`config.mk`:
```
export PLATFORM = sky130hd
export DESIGN_NAME = unhalted_irq_timer
export DESIGN_NICKNAME = d
export VERILOG_FILES = /design/src/rtl/uit_pkg.sv /design/src/rtl/uit_regs.sv /design/src/rtl/uit_accum.sv /design/src/rtl/uit_req.sv /design/src/rtl/unhalted_irq_timer.sv
export SDC_FILE = /design/constraint.sdc
export NUM_CORES = 1
export LEC_CHECK = 0
export BUFFER_PORTS_ARGS = -buffer_cell sky130_fd_sc_hd__buf_2
export CAP_MARGIN = 20
export CORE_MARGIN = 2
export CORE_UTILIZATION = 40
export DETAILED_ROUTE_END_ITERATION = 6
export PLACE_DENSITY = 0.59
export SETUP_SLACK_MARGIN = 0.5
export SYNTH_ARGS = -nofsm -noshare
export SYNTH_HDL_FRONTEND = slang
export SYNTH_HIERARCHICAL = 1
export SYNTH_SLANG_ARGS = --single-unit
```
`constraint.sdc`:
```
create_clock -name clk -period 7.5 [get_ports clk]
set_clock_uncertainty 0.15 [all_clocks]
set_input_delay 1.5 -clock clk [delete_from_list [all_inputs] [get_ports clk]]
set_output_delay 1.5 -clock clk [all_outputs]
set_load 0.02 [all_outputs]
```
`src/rtl/uit_pkg.sv`:
```
// Shared constants and types for the unhalted-time interrupt timer.
// Assumes the register bus exposes exactly two 64-bit registers.
package uit_pkg;
    localparam int ADDR_W = 1;
    localparam int VEC_W  = 8;
    localparam logic [ADDR_W-1:0] ADDR_CTRL   = 1'b0;
    localparam logic [ADDR_W-1:0] ADDR_PERIOD = 1'b1;

    typedef struct packed {
        logic             en;
        logic [VEC_W-1:0] vec;
    } ctrl_t;

    typedef enum logic {
        REQ_FIXED = 1'b0,
        REQ_NMI   = 1'b1
    } req_kind_e;
endpackage

```
`src/rtl/uit_regs.sv`:
```
// Register file: control (enable + vector) and period.
// Assumes one write per cycle; reads are combinational and side-effect free.
module uit_regs
    import uit_pkg::*;
#(
    parameter int DATA_W = 64
) (
    input  logic              clk,
    input  logic              rst_n,
    input  logic              we,
    input  logic [ADDR_W-1:0] waddr,
    input  logic [DATA_W-1:0] wdata,
    input  logic [ADDR_W-1:0] raddr,
    output logic [DATA_W-1:0] rdata,
    output ctrl_t             ctrl,
    output logic [DATA_W-1:0] period
);
    localparam int CTRL_W = VEC_W + 1;

    // Capture register writes; reset both registers to zero.
    always_ff @(posedge clk) begin
        if (!rst_n) begin
            ctrl   <= '0;
            period <= '0;
        end else if (we) begin
            if (waddr == ADDR_CTRL) begin
                ctrl <= wdata[CTRL_W-1:0];
            end else begin
                period <= wdata;
            end
        end
    end

    // Read mux; unused control bits return zero.
    always_comb begin
        if (raddr == ADDR_CTRL) begin
            rdata = {{(DATA_W-CTRL_W){1'b0}}, ctrl};
        end else begin
            rdata = period;
        end
    end
endmodule

```
`src/rtl/uit_accum.sv`:
```
// Elapsed-time accumulator. Adds one per qualified tick and subtracts the
// period on expiry so that leftover time carries into the next interval.
// Assumes 'run' already folds in enable and non-zero period.
module uit_accum #(
    parameter int CNT_W = 64
) (
    input  logic             clk,
    input  logic             rst_n,
    input  logic             run,
    input  logic             step,
    input  logic [CNT_W-1:0] period,
    output logic             expire,
    output logic [CNT_W-1:0] acc
);
    logic [CNT_W:0] sum;
    logic [CNT_W:0] rem;

    // Next value and expiry test, one bit wider so nothing wraps.
    always_comb begin
        sum    = {1'b0, acc} + {{CNT_W{1'b0}}, 1'b1};
        rem    = sum - {1'b0, period};
        expire = run && step && (sum >= {1'b0, period});
    end

    // Advance, or advance and subtract the period; hold otherwise.
    always_ff @(posedge clk) begin
        if (!rst_n) begin
            acc <= '0;
        end else if (run && step) begin
            acc <= expire ? rem[CNT_W-1:0] : sum[CNT_W-1:0];
        end
    end
endmodule

```
`src/rtl/uit_req.sv`:
```
// Request stage: registers the request with its type and vector and
// keeps the sticky expired flag. Set wins over a simultaneous clear.
module uit_req
    import uit_pkg::*;
#(
    parameter logic [VEC_W-1:0] NMI_VEC = 8'd2
) (
    input  logic             clk,
    input  logic             rst_n,
    input  logic             expire,
    input  logic [VEC_W-1:0] vec,
    input  logic             clr,
    output logic             irq_req,
    output req_kind_e        kind,
    output logic [VEC_W-1:0] irq_vec,
    output logic             flag
);
    // Register the request pulse together with its type and vector.
    always_ff @(posedge clk) begin
        if (!rst_n) begin
            irq_req <= 1'b0;
            kind    <= REQ_FIXED;
            irq_vec <= '0;
        end else begin
            irq_req <= expire;
            if (expire) begin
                kind    <= (vec == NMI_VEC) ? REQ_NMI : REQ_FIXED;
                irq_vec <= vec;
            end
        end
    end

    // Sticky flag: set on expiry, cleared by software otherwise.
    always_ff @(posedge clk) begin
        if (!rst_n) begin
            flag <= 1'b0;
        end else if (expire) begin
            flag <= 1'b1;
        end else if (clr) begin
            flag <= 1'b0;
        end
    end
endmodule

```
`src/rtl/unhalted_irq_timer.sv`:
```
// Top level of the unhalted-time periodic interrupt timer.
// Assumes tick_i is a one-cycle pulse per 100 ns and halted_i is synchronous.
module unhalted_irq_timer
    import uit_pkg::*;
#(
    parameter int                DATA_W  = 64,
    parameter logic [VEC_W-1:0]  NMI_VEC = 8'd2
) (
    input  logic              clk,
    input  logic              rst_n,
    input  logic              reg_we,
    input  logic [ADDR_W-1:0] reg_waddr,
    input  logic [DATA_W-1:0] reg_wdata,
    input  logic [ADDR_W-1:0] reg_raddr,
    output logic [DATA_W-1:0] reg_rdata,
    input  logic              tick_i,
    input  logic              halted_i,
    input  logic              flag_clr_i,
    output logic              irq_req,
    output logic              irq_nmi,
    output logic [VEC_W-1:0]  irq_vec,
    output logic              flag_o
);
    ctrl_t             ctrl;
    logic [DATA_W-1:0] period;
    logic [DATA_W-1:0] acc;
    logic              run;
    logic              step;
    logic              expire;
    req_kind_e         kind;

    // Qualify counting: enabled, non-zero period, running tick.
    always_comb begin
        run     = ctrl.en && (period != '0);
        step    = tick_i && !halted_i;
        irq_nmi = (kind == REQ_NMI);
    end

    uit_regs #(.DATA_W(DATA_W)) regs_i (
        .clk    (clk),
        .rst_n  (rst_n),
        .we     (reg_we),
        .waddr  (reg_waddr),
        .wdata  (reg_wdata),
        .raddr  (reg_raddr),
        .rdata  (reg_rdata),
        .ctrl   (ctrl),
        .period (period)
    );

    uit_accum #(.CNT_W(DATA_W)) accum_i (
        .clk    (clk),
        .rst_n  (rst_n),
        .run    (run),
        .step   (step),
        .period (period),
        .expire (expire),
        .acc    (acc)
    );

    uit_req #(.NMI_VEC(NMI_VEC)) req_i (
        .clk     (clk),
        .rst_n   (rst_n),
        .expire  (expire),
        .vec     (ctrl.vec),
        .clr     (flag_clr_i),
        .irq_req (irq_req),
        .kind    (kind),
        .irq_vec (irq_vec),
        .flag    (flag_o)
    );
endmodule

```
-- After elaboration in Yosys (flattened, before gate mapping)
Cells that the tools add are included.
- bitwise gates (word level): 1
- reduce and logical (&&, ||, !) cells: 9
- $lt $le $gt $ge: 1
- multiplexer cells: 5
- $add $sub $neg: 2
- shift operators: 0
- divide/modulo/power cells: 0
- multipliers: 0
- equal/unequal tests: 1
- operator list (cell ; count):
    $mux 64 ; 2
    $add 64x1->65 const B ; 1
    $ge 65x64->1 ; 1
    $reduce_bool 64->1 ; 1
    $sub 64x64->64 ; 1
    $eq 8x2->1 const B ; 1
    $logic_and 1x1->1 ; 4
    $reduce_and 2->1 ; 2
    $mux 1 ; 3
    $reduce_bool 2->1 ; 1
    $logic_not 1->1 ; 1
    $not 1->1 ; 1
- memories kept: 0
- ROM bits: 0
- bits in writable memories: 0
- latch bits: 0
- register bits: 148

-- Depth between registers and ports, before layout
Gate-level depths: netlist (run 1).
- depth after elaboration: 5
- gate-level depth with buffers: 23
- mapped depth without buffers: 20

-- Modules after synthesis
The synthesis (run 1) kept the hierarchy.
- by module, submodules not included (module ; cells each ; instances ; area an instance (um^2)):
    uit_accum ; 1235 ; 1 ; 8344.3
    uit_regs ; 391 ; 1 ; 3276.9
    uit_req ; 36 ; 1 ; 429.2
    unhalted_irq_timer ; 22 ; 1 ; 148.9

-- Least setup slack after synthesis (run 1)
Ideal clock, no wire load.
- path kind: flip-flop to flip-flop
- from: register accum_i.acc[0]
- to: register accum_i.acc[63]
- stages on the path, launching flop included: 20
- setup time: 0.103 ns
- setup slack: 2.756 ns
- period minus slack after synthesis: 4.744 ns
- data required time: 7.247 ns
- data arrival time: 4.491 ns
- cell sequence: dfxtp_1 ha_1 nand3_1 nor3_4 nand4_1 nor3_2 nand3_1 nor2_1 xor2_1 ha_1 a21oi_1 o21ai_0 a2111o_1 o21ai_0 nor2_1 o31ai_1 o311ai_4 a31oi_1 xor2_1 a2111oi_2
- word-level cells in the longest chain between the ends: 4
- elaborated cells on any way between the ends: 5
- classes of those cells: add/sub: 2; order compare: 1; mux: 1; reduce/logical: 1
- RTL lines (what ; line ; source):
    start, declared ; uit_accum.sv:13 ; output logic [CNT_W-1:0] acc
    start signal, assigned ; uit_accum.sv:30 ; acc <= expire ? rem[CNT_W-1:0] : sum[CNT_W-1:0];
    $add 64x1->65 (*) ; uit_accum.sv:20 ; sum = {1'b0, acc} + {{CNT_W{1'b0}}, 1'b1};
    $ge 65x64->1 ; uit_accum.sv:22 ; expire = run && step && (sum >= {1'b0, period});
    $logic_and 1x1->1 ; uit_accum.sv:22 ;
    $mux 64 (*) ; uit_accum.sv:30 ;
Mark *: on every way between the ends. The rest lies on a longest branch, timed or not.
A chain may end at the register's enable or synchronous reset.

-- Final worst setup path (run 1)
- from: register accum_i.acc[0]
- to: register accum_i.acc[53]
- word-level cells in the longest chain between the ends: 4
- elaborated cells on any way between the ends: 5
- classes of those cells: add/sub: 2; order compare: 1; mux: 1; reduce/logical: 1
- RTL lines (what ; line ; source):
    $add 64x1->65 ; uit_accum.sv:20 ;
    $ge 65x64->1 ; uit_accum.sv:22 ;
    $logic_and 1x1->1 ; uit_accum.sv:22 ;
    via expire ; unhalted_irq_timer.sv:29 ; logic expire;
    $mux 64 ; uit_accum.sv:30 ;
The timed path passes the listed nets, and every way through them passes these cells.

==> results.py, run 1 <==
metrics = {
    "timing": {
        "slew_headroom_pct": 31.8,
        "slew_viol_final": 0,
        "min_period_ns": 6.37,
        "setup-violations-final": 0,
        "final.period_utilization_pct": 84.9,
        "worst_pin_slew_ns": 1.02,
        "fin_hold_ws_ns": 0.329,
        "setup_tns_ns": 0,
        "fmax_ghz": 0.157,
        "hold_viol": 0,
        "rsz0062_at_grt": "false",
    },
    "clock_tree": {
        "path_clk_slew_ns": 0.07,
        "cts_resized": 0,
        "post_cts_buffers": 0,
        "clockBufferDepth": 2,
        "cts_sinks": 148,
        "clk_latency_ns": 0.45,
        "h-tree-depth": 4,
        "numCtsBuffers": 17,
        "cts_tree": "yes",
        "cts_hold_buf": 0,
        "root_buffer": "clkbuf_16",
    },
    "logic_synthesis": {
        "postSynthAreaPerCell_um2": 7.24,
        "yosys.area.top_type_share_pct": 24.3,
        "yosysTopAreaCell": "dfxtp_1",
        "ys_seq_elements": 148,
        "synth_top_flop_cell": "dfxtp_1",
        "ys_async_sr_fraction_pct": 0,
        "yosysWarnings": 6,
        "synth_area_um2": 12200,
        "yosys-top-cells-count": "239 x nand2_1, 148 x dfxtp_1, 137 x o21ai_0",
        "postSynthCellCount": 1684,
        "synth_edf_count": 0,
        "synth_fp_nets": 1822,
        "synth.most_common_cell": "nand2_1",
        "ys_seq_area_share_pct": 24.3,
        "synthTopCellsByArea": "dfxtp_1 24%, nand2_1 7.4%, ha_1 6.7%",
        "synth.distinct_cells": 79,
    },
    "routing": {
        "routed_wl_um": 41900,
        "routed_via_density": 5.82,
        "vias": 12500,
        "ant_nets": 0,
        "drt_iter0_drc": 1168,
        "post-route-drc-count": 0,
        "wl_per_cell_um": 19.4,
        "first_pass_iters": 5,
    },
    "power_and_ir_drop": {
        "p_total_mw": 2.30,
        "p_per_area_nw_per_um2": 170,
        "p_leak_nw": 5.68,
        "ir_drop_mv": 0.152,
    },
    "floorplanning": {
        "die_x_um": 179,
        "io_pins": 147,
        "start_util_pct": 40.9,
        "die_h_um": 179,
        "die_area_um2": 31900,
        "core_area_um2": 29800,
        "rows": 63,
    },
    "critical_path": {
        "crit_fanout": 20,
        "crit_required_ns": 7.65,
        "reg2reg_depth": 18,
        "path_cells": "ha_1 -> nand3_1 -> or3_1 -> nor2_1 -> nand3_1 -> nor2_1 -> xor2_1 -> ha_1 -> a21oi_1 -> o21ai_0 -> a221oi_1 -> o21ai_0 -> a211oi_1 -> nand3b_1 -> nand2_2 -> clkinv_2 -> nand2_1 -> o32ai_1",
        "crit_family": "simple AND/OR/NAND/NOR gates",
        "slowest_stage": "nand3_1",
        "r2r_start": "accum_i/acc[0]",
        "r2r_end": "accum_i/acc[53]",
        "cpPeakStageDelay_ns": 0.56,
        "arrival_ns": 6.52,
        "r2r_slack_ns": 1.13,
        "end_kind": "flop",
        "worst-setup-path-type": "reg -> reg",
        "critPathBufInv": 1,
        "start_kind": "flop",
    },
    "outcome": {
        "status": "complete, no violations",
    },
    "cells_and_area": {
        "nFillCells": 3077,
        "multi_input_area_um2": 8360,
        "final_area_um2": 13500,
        "areaGrowthSynthToFinish_pct": 11.0,
        "final_nets": 1890,
        "final_cells": 2156,
        "regArea_um2": 2960,
        "layout-drive-gt1-share_pct": 12.8,
    },
    "placed_design": {
        "routabilityCongestion": 1.00,
        "placed_cell_area_um2": 13000,
        "hpwl_um": 30800,
        "io_buffers": 146,
        "dp.cells": 2123,
    },
    "grt": {
        "grt_pass1_vias": 11700,
        "grt_max_degree": 98,
        "grt_pass1_wl_um": 65700,
        "grt_util_all_layers_pct": 26.4,
        "antenna_found_initial": 1,
        "grt_overflow": 0,
    },
    "worst_hold_path": {
        "min_to": "regs_i/period[12]",
        "hold_depth": 2,
        "min_from": "regs_i/period[12]",
        "min_path_type": "reg -> reg",
    },
    "flow_run": {
        "drv_cap": 0,
    },
}
==> per-layer routing <==
layer / part of all wire, % / wire, um / up-vias / global-route usage [%]
li1: - / - / 6148 / -
met2: 44 / 18500 / 460 / 41.1
met5: 0 / 0 / - / 0
met3: 6.9 / 2900 / 53 / 4.20
met1: 47 / 19600 / 5883 / 37.4
met4: 2.2 / 906 / 0 / 7.76
==> kinds of logic after synthesis <==
| kind of cell | after synthesis | share of synthesized area [%] |
|---|---|---|
| and+or+nand+nor | 691 | 28.8 |
| AOI/OAI and AO/OA | 427 | 21.2 |
| buffers and inverters | 197 | 7.20 |
| DFF | 148 | 24.3 |
| xor gates and xnor gates | 115 | 8.26 |
| adders and majority gates | 66 | 6.83 |
| muxes | 40 | 3.37 |
==> how the worst max path moves through the flow <==
stage	from	to	slack (ns)	cells after the start
floorplan	accum_i/acc[0]	accum_i/acc[63]	2.76	19
global placement	accum_i/acc[0]	accum_i/acc[47]	1.46	18
detailed placement	accum_i/acc[0]	accum_i/acc[53]	1.33	18
CTS	accum_i/acc[0]	accum_i/acc[53]	1.31	18
global route	accum_i/acc[0]	accum_i/acc[54]	0.68	18
finish	accum_i/acc[0]	accum_i/acc[53]	1.13	18
==> power breakdown <==
group	total [mW]	internal (mW)	switching, mW	leakage, nW
clock	0.872	0.475	0.397	0.289
combinational	0.584	0.204	0.379	4.19
sequential	0.845	0.810	0.0349	1.20
==> layout make-up <==
type | count | share of cell area, %
Antenna cell | 1 | 0.0185
Clock buffer | 18 | 3.24
Clock inverter | 14 | 1.03
Inverter | 90 | 2.50
Multi-Input combinational cell | 1339 | 61.7
Sequential cell | 148 | 21.9
Tap cell | 390 | 3.60
Timing Repair Buffer | 156 | 6.00
==> through the flow <==
stage | setup slack (ns) | util [%]
floorplan | 2.76 | -
global placement | 1.46 | 43.5
detailed placement | 1.33 | 43.5
CTS | 1.31 | 45.4
global route | 0.682 | 45.4
finish | 1.13 | 45.5
==> worst register-to-register path: cells and delay by family (launching register included) <==
kind / cells / cell delay, ns
fa+ha+maj: 2 / 0.62
flops: 1 / 0.43
compound gates: 6 / 1.48
buf+inv: 1 / 0.43
xor+xnor: 1 / 0.23
simple gates: 8 / 2.90
==> cell usage in the layout, fill, tap and decap left out, types with 4 or more instances in the layout <==
| cell type | count |
|---|---|
| buf_4 | 10 |
| dfxtp_1 | 148 |
| o211ai_1 | 6 |
| a31oi_1 | 18 |
| nand2b_1 | 6 |
| mux2i_1 | 31 |
| nor2_1 | 94 |
| nor4_1 | 22 |
| o32ai_1 | 4 |
| a21o_1 | 15 |
| a21oi_1 | 130 |
| clkbuf_16 | 17 |
| or3_1 | 5 |
| and4_1 | 8 |
| a311oi_1 | 10 |
| a22oi_1 | 4 |
| inv_6 | 7 |
| and3_1 | 28 |
| xnor2_1 | 71 |
| o22ai_1 | 4 |
| o21ai_0 | 137 |
| a211oi_1 | 11 |
| nand2_1 | 239 |
| xor2_1 | 44 |
| mux2_2 | 9 |
| a221oi_1 | 5 |
| o31ai_1 | 10 |
| nand3_1 | 43 |
| nand4_1 | 100 |
| o21bai_1 | 13 |
| nor2b_1 | 20 |
| nor3_1 | 30 |
| o21a_1 | 12 |
| and2_1 | 64 |
| o21ai_1 | 15 |
| buf_2 | 145 |
| ha_1 | 65 |
| inv_1 | 88 |
==> registers in the layout (all words and copies together), names as in the netlist <==
name and flops:
accum_i/acc 64, regs_i/period 64, regs_i/ctrl 9, req_i/irq_vec 8, req_i/flag 1, req_i/irq_req 1, req_i/kind 1
No activity file was read; power rests on OpenSTA's default activity.
==> run 2: changes to the inputs <==
==> constraint.sdc (replaced) <==
create_clock -name clk -period 6.35 [get_ports clk]
set_clock_uncertainty 0.15 [all_clocks]
set_input_delay 1.27 -clock clk [delete_from_list [all_inputs] [get_ports clk]]
set_output_delay 1.27 -clock clk [all_outputs]
set_load 0.02 [all_outputs]
==> results.py, run 2 (synthesis gave the netlist of run 1 again) <==
metrics = {
    "outcome": {
        "status": "complete, no violations",
    },
    "routing": {
        "wl_per_cell_um": 19.7,
        "routed_wl_um": 42600,
        "vias": 12700,
        "first_pass_iters": 6,
        "routed_via_density": 5.88,
        "ant_nets": 0,
        "post-route-drc-count": 0,
        "drt_iter0_drc": 1222,
    },
    "critical_path": {
        "crit_required_ns": 6.53,
        "end_kind": "flop",
        "crit_end": "req_i/irq_vec[7]",
        "start_kind": "flop",
        "r2r_slack_ns": 0.89,
        "r2r_start": "accum_i/acc[5]",
        "critPathLaunch": "accum_i/acc[5]",
        "reg2reg_depth": 19,
        "crit_fanout": 11,
        "arrival_ns": 5.64,
        "worst-setup-path-type": "reg -> reg",
        "r2r_end": "req_i/irq_vec[7]",
    },
    "floorplanning": {
        "die_h_um": 179,
        "core_area_um2": 29800,
        "die_x_um": 179,
        "start_util_pct": 40.9,
        "die_area_um2": 31900,
        "rows": 63,
        "io_pins": 147,
    },
    "cells_and_area": {
        "final_cells": 2163,
        "areaGrowthSynthToFinish_pct": 12.1,
        "final_cell_mix": "238 x nand2_1, 148 x dfxtp_1, 145 x buf_2",
        "nFillCells": 3095,
        "final_nets": 1898,
        "antenna_cells": 0,
        "regArea_um2": 2960,
        "reg.largest.list": "accum_i/acc: 64 flops, regs_i/period: 64 flops, regs_i/ctrl: 9 flops",
        "multi_input_area_um2": 8380,
        "layout-drive-gt1-share_pct": 13.5,
        "mostFrequentLayoutCell": "nand2_1",
    },
    "clock_tree": {
        "cts_tree": "yes",
        "clockBufferDepth": 2,
        "h-tree-depth": 4,
        "cts_hold_buf": 0,
        "path_clk_slew_ns": 0.07,
        "root_buffer": "clkbuf_16",
        "numCtsBuffers": 17,
        "cts_sinks": 148,
        "clk_latency_ns": 0.44,
    },
    "timing": {
        "hold_viol": 0,
        "slew_headroom_pct": 32.3,
        "min_period_ns": 5.46,
        "rsz0062_at_grt": "false",
        "setup_tns_ns": 0,
        "worst_pin_slew_ns": 1.01,
        "final.period_utilization_pct": 86.0,
        "slew_viol_final": 0,
        "setup-violations-final": 0,
        "fmax_ghz": 0.183,
    },
    "power_and_ir_drop": {
        "p_int_mw": 1.81,
        "swShare_pct": 35.0,
        "clock_power_share_pct": 39.0,
        "p_seq_share_pct": 35.9,
        "power.switching_mw": 0.972,
        "p_comb_share_pct": 25.1,
        "p_leak_nw": 5.74,
        "p_per_area_nw_per_um2": 203,
        "ir_drop_mv": 0.135,
    },
    "grt": {
        "grt_util_all_layers_pct": 26.9,
        "grt_overflow": 0,
        "grt_max_degree": 93,
        "grt_pass1_wl_um": 67100,
        "antenna_found_initial": 0,
        "grt_pass1_vias": 12000,
    },
    "placed_design": {
        "routabilityCongestion": 0.963,
        "io_buffers": 146,
        "dp.cells": 2128,
        "hpwl_um": 31200,
    },
    "worst_hold_path": {
        "min_path_type": "reg -> reg",
    },
    "flow_run": {
        "drv_cap": 0,
    },
}
## run 2: critical path, cell delays in order, from the launching register on
cell and delay (ns):
dfxtp_1 0.45, nand2_2 0.12, nor4_4 0.25, buf_4 0.21, nand4_2 0.34, and3b_1 0.46, and3_1 0.30, and3_1 0.24
xor2_1 0.09, ha_1 0.40, nand4_1 0.17, or2_0 0.29, or3_1 0.36, a211oi_1 0.30, nand3b_1 0.26, nand2_2 0.17
inv_4 0.25, buf_4 0.25, mux2i_1 0.20, nor2b_1 0.07
## run 2: power by group through the flow
stage          sequential (mW)  clock [mW]  combinational, mW
2_1_floorplan            0.998           0              0.500
3_3_place_gp              1.02           0              0.685
3_5_place_dp              1.02           0              0.683
4_1_cts                  0.996        1.10              0.688
5_1_grt                   1.00        1.13              0.763
6_report                 0.997        1.08              0.698
## run 2: how the worst min path moves through the flow
stage,from,to,slack (ns),cells past startpoint
final,accum_i/acc[27],accum_i/acc[27],0.34,2
after detailed placement,accum_i/acc[34],accum_i/acc[34],0.33,2
after global routing,accum_i/acc[34],accum_i/acc[34],0.36,2
after CTS,accum_i/acc[34],accum_i/acc[34],0.34,2
after global placement,regs_i/ctrl[8],regs_i/ctrl[8],0.31,2
after floorplan,regs_i/ctrl[8],regs_i/ctrl[8],0.30,2
## run 2: metal layers
metal  vias up  GRT usage (%)  wire [um]
met4         0           7.59        940
met2       501           41.7      18900
met1      5998           38.4      19800
met5         -              0          0
li1       6165              -          -
met3        61           3.99       2910
## run 2: repair_timing
item,4_1_cts,5_1_grt
setup buffers,0,3
pin swaps,0,2
resized for setup,1,6
setup endpoints to repair,22,64
## run 2: per-stage QoR
| stage | hold slack [ns] | utilization (%) | power [mW] | setup slack (ns) | area, um^2 |
|---|---|---|---|---|---|
| floorplan | 0.299 | - | 1.50 | 1.61 | 12200 |
| global placement | 0.314 | 43.7 | 1.70 | 0.625 | 13000 |
| detailed placement | 0.332 | 43.7 | 1.70 | 0.296 | 13000 |
| CTS | 0.342 | 45.8 | 2.78 | 0.546 | 13600 |
| global route | 0.361 | 45.9 | 2.89 | 0.511 | 13700 |
| finish | 0.343 | 45.9 | 2.78 | 0.890 | 13700 |
## run 2: area by class of cell
| type | instances | area share (%) |
|---|---|---|
| multi-input combinational | 1339 | 61.3 |
| sequential | 148 | 21.7 |
| timing repair buffer | 164 | 6.56 |
| tap | 390 | 3.57 |
| clock buffer | 18 | 3.21 |
| inverter | 90 | 2.49 |
| clock inverter | 14 | 1.22 |
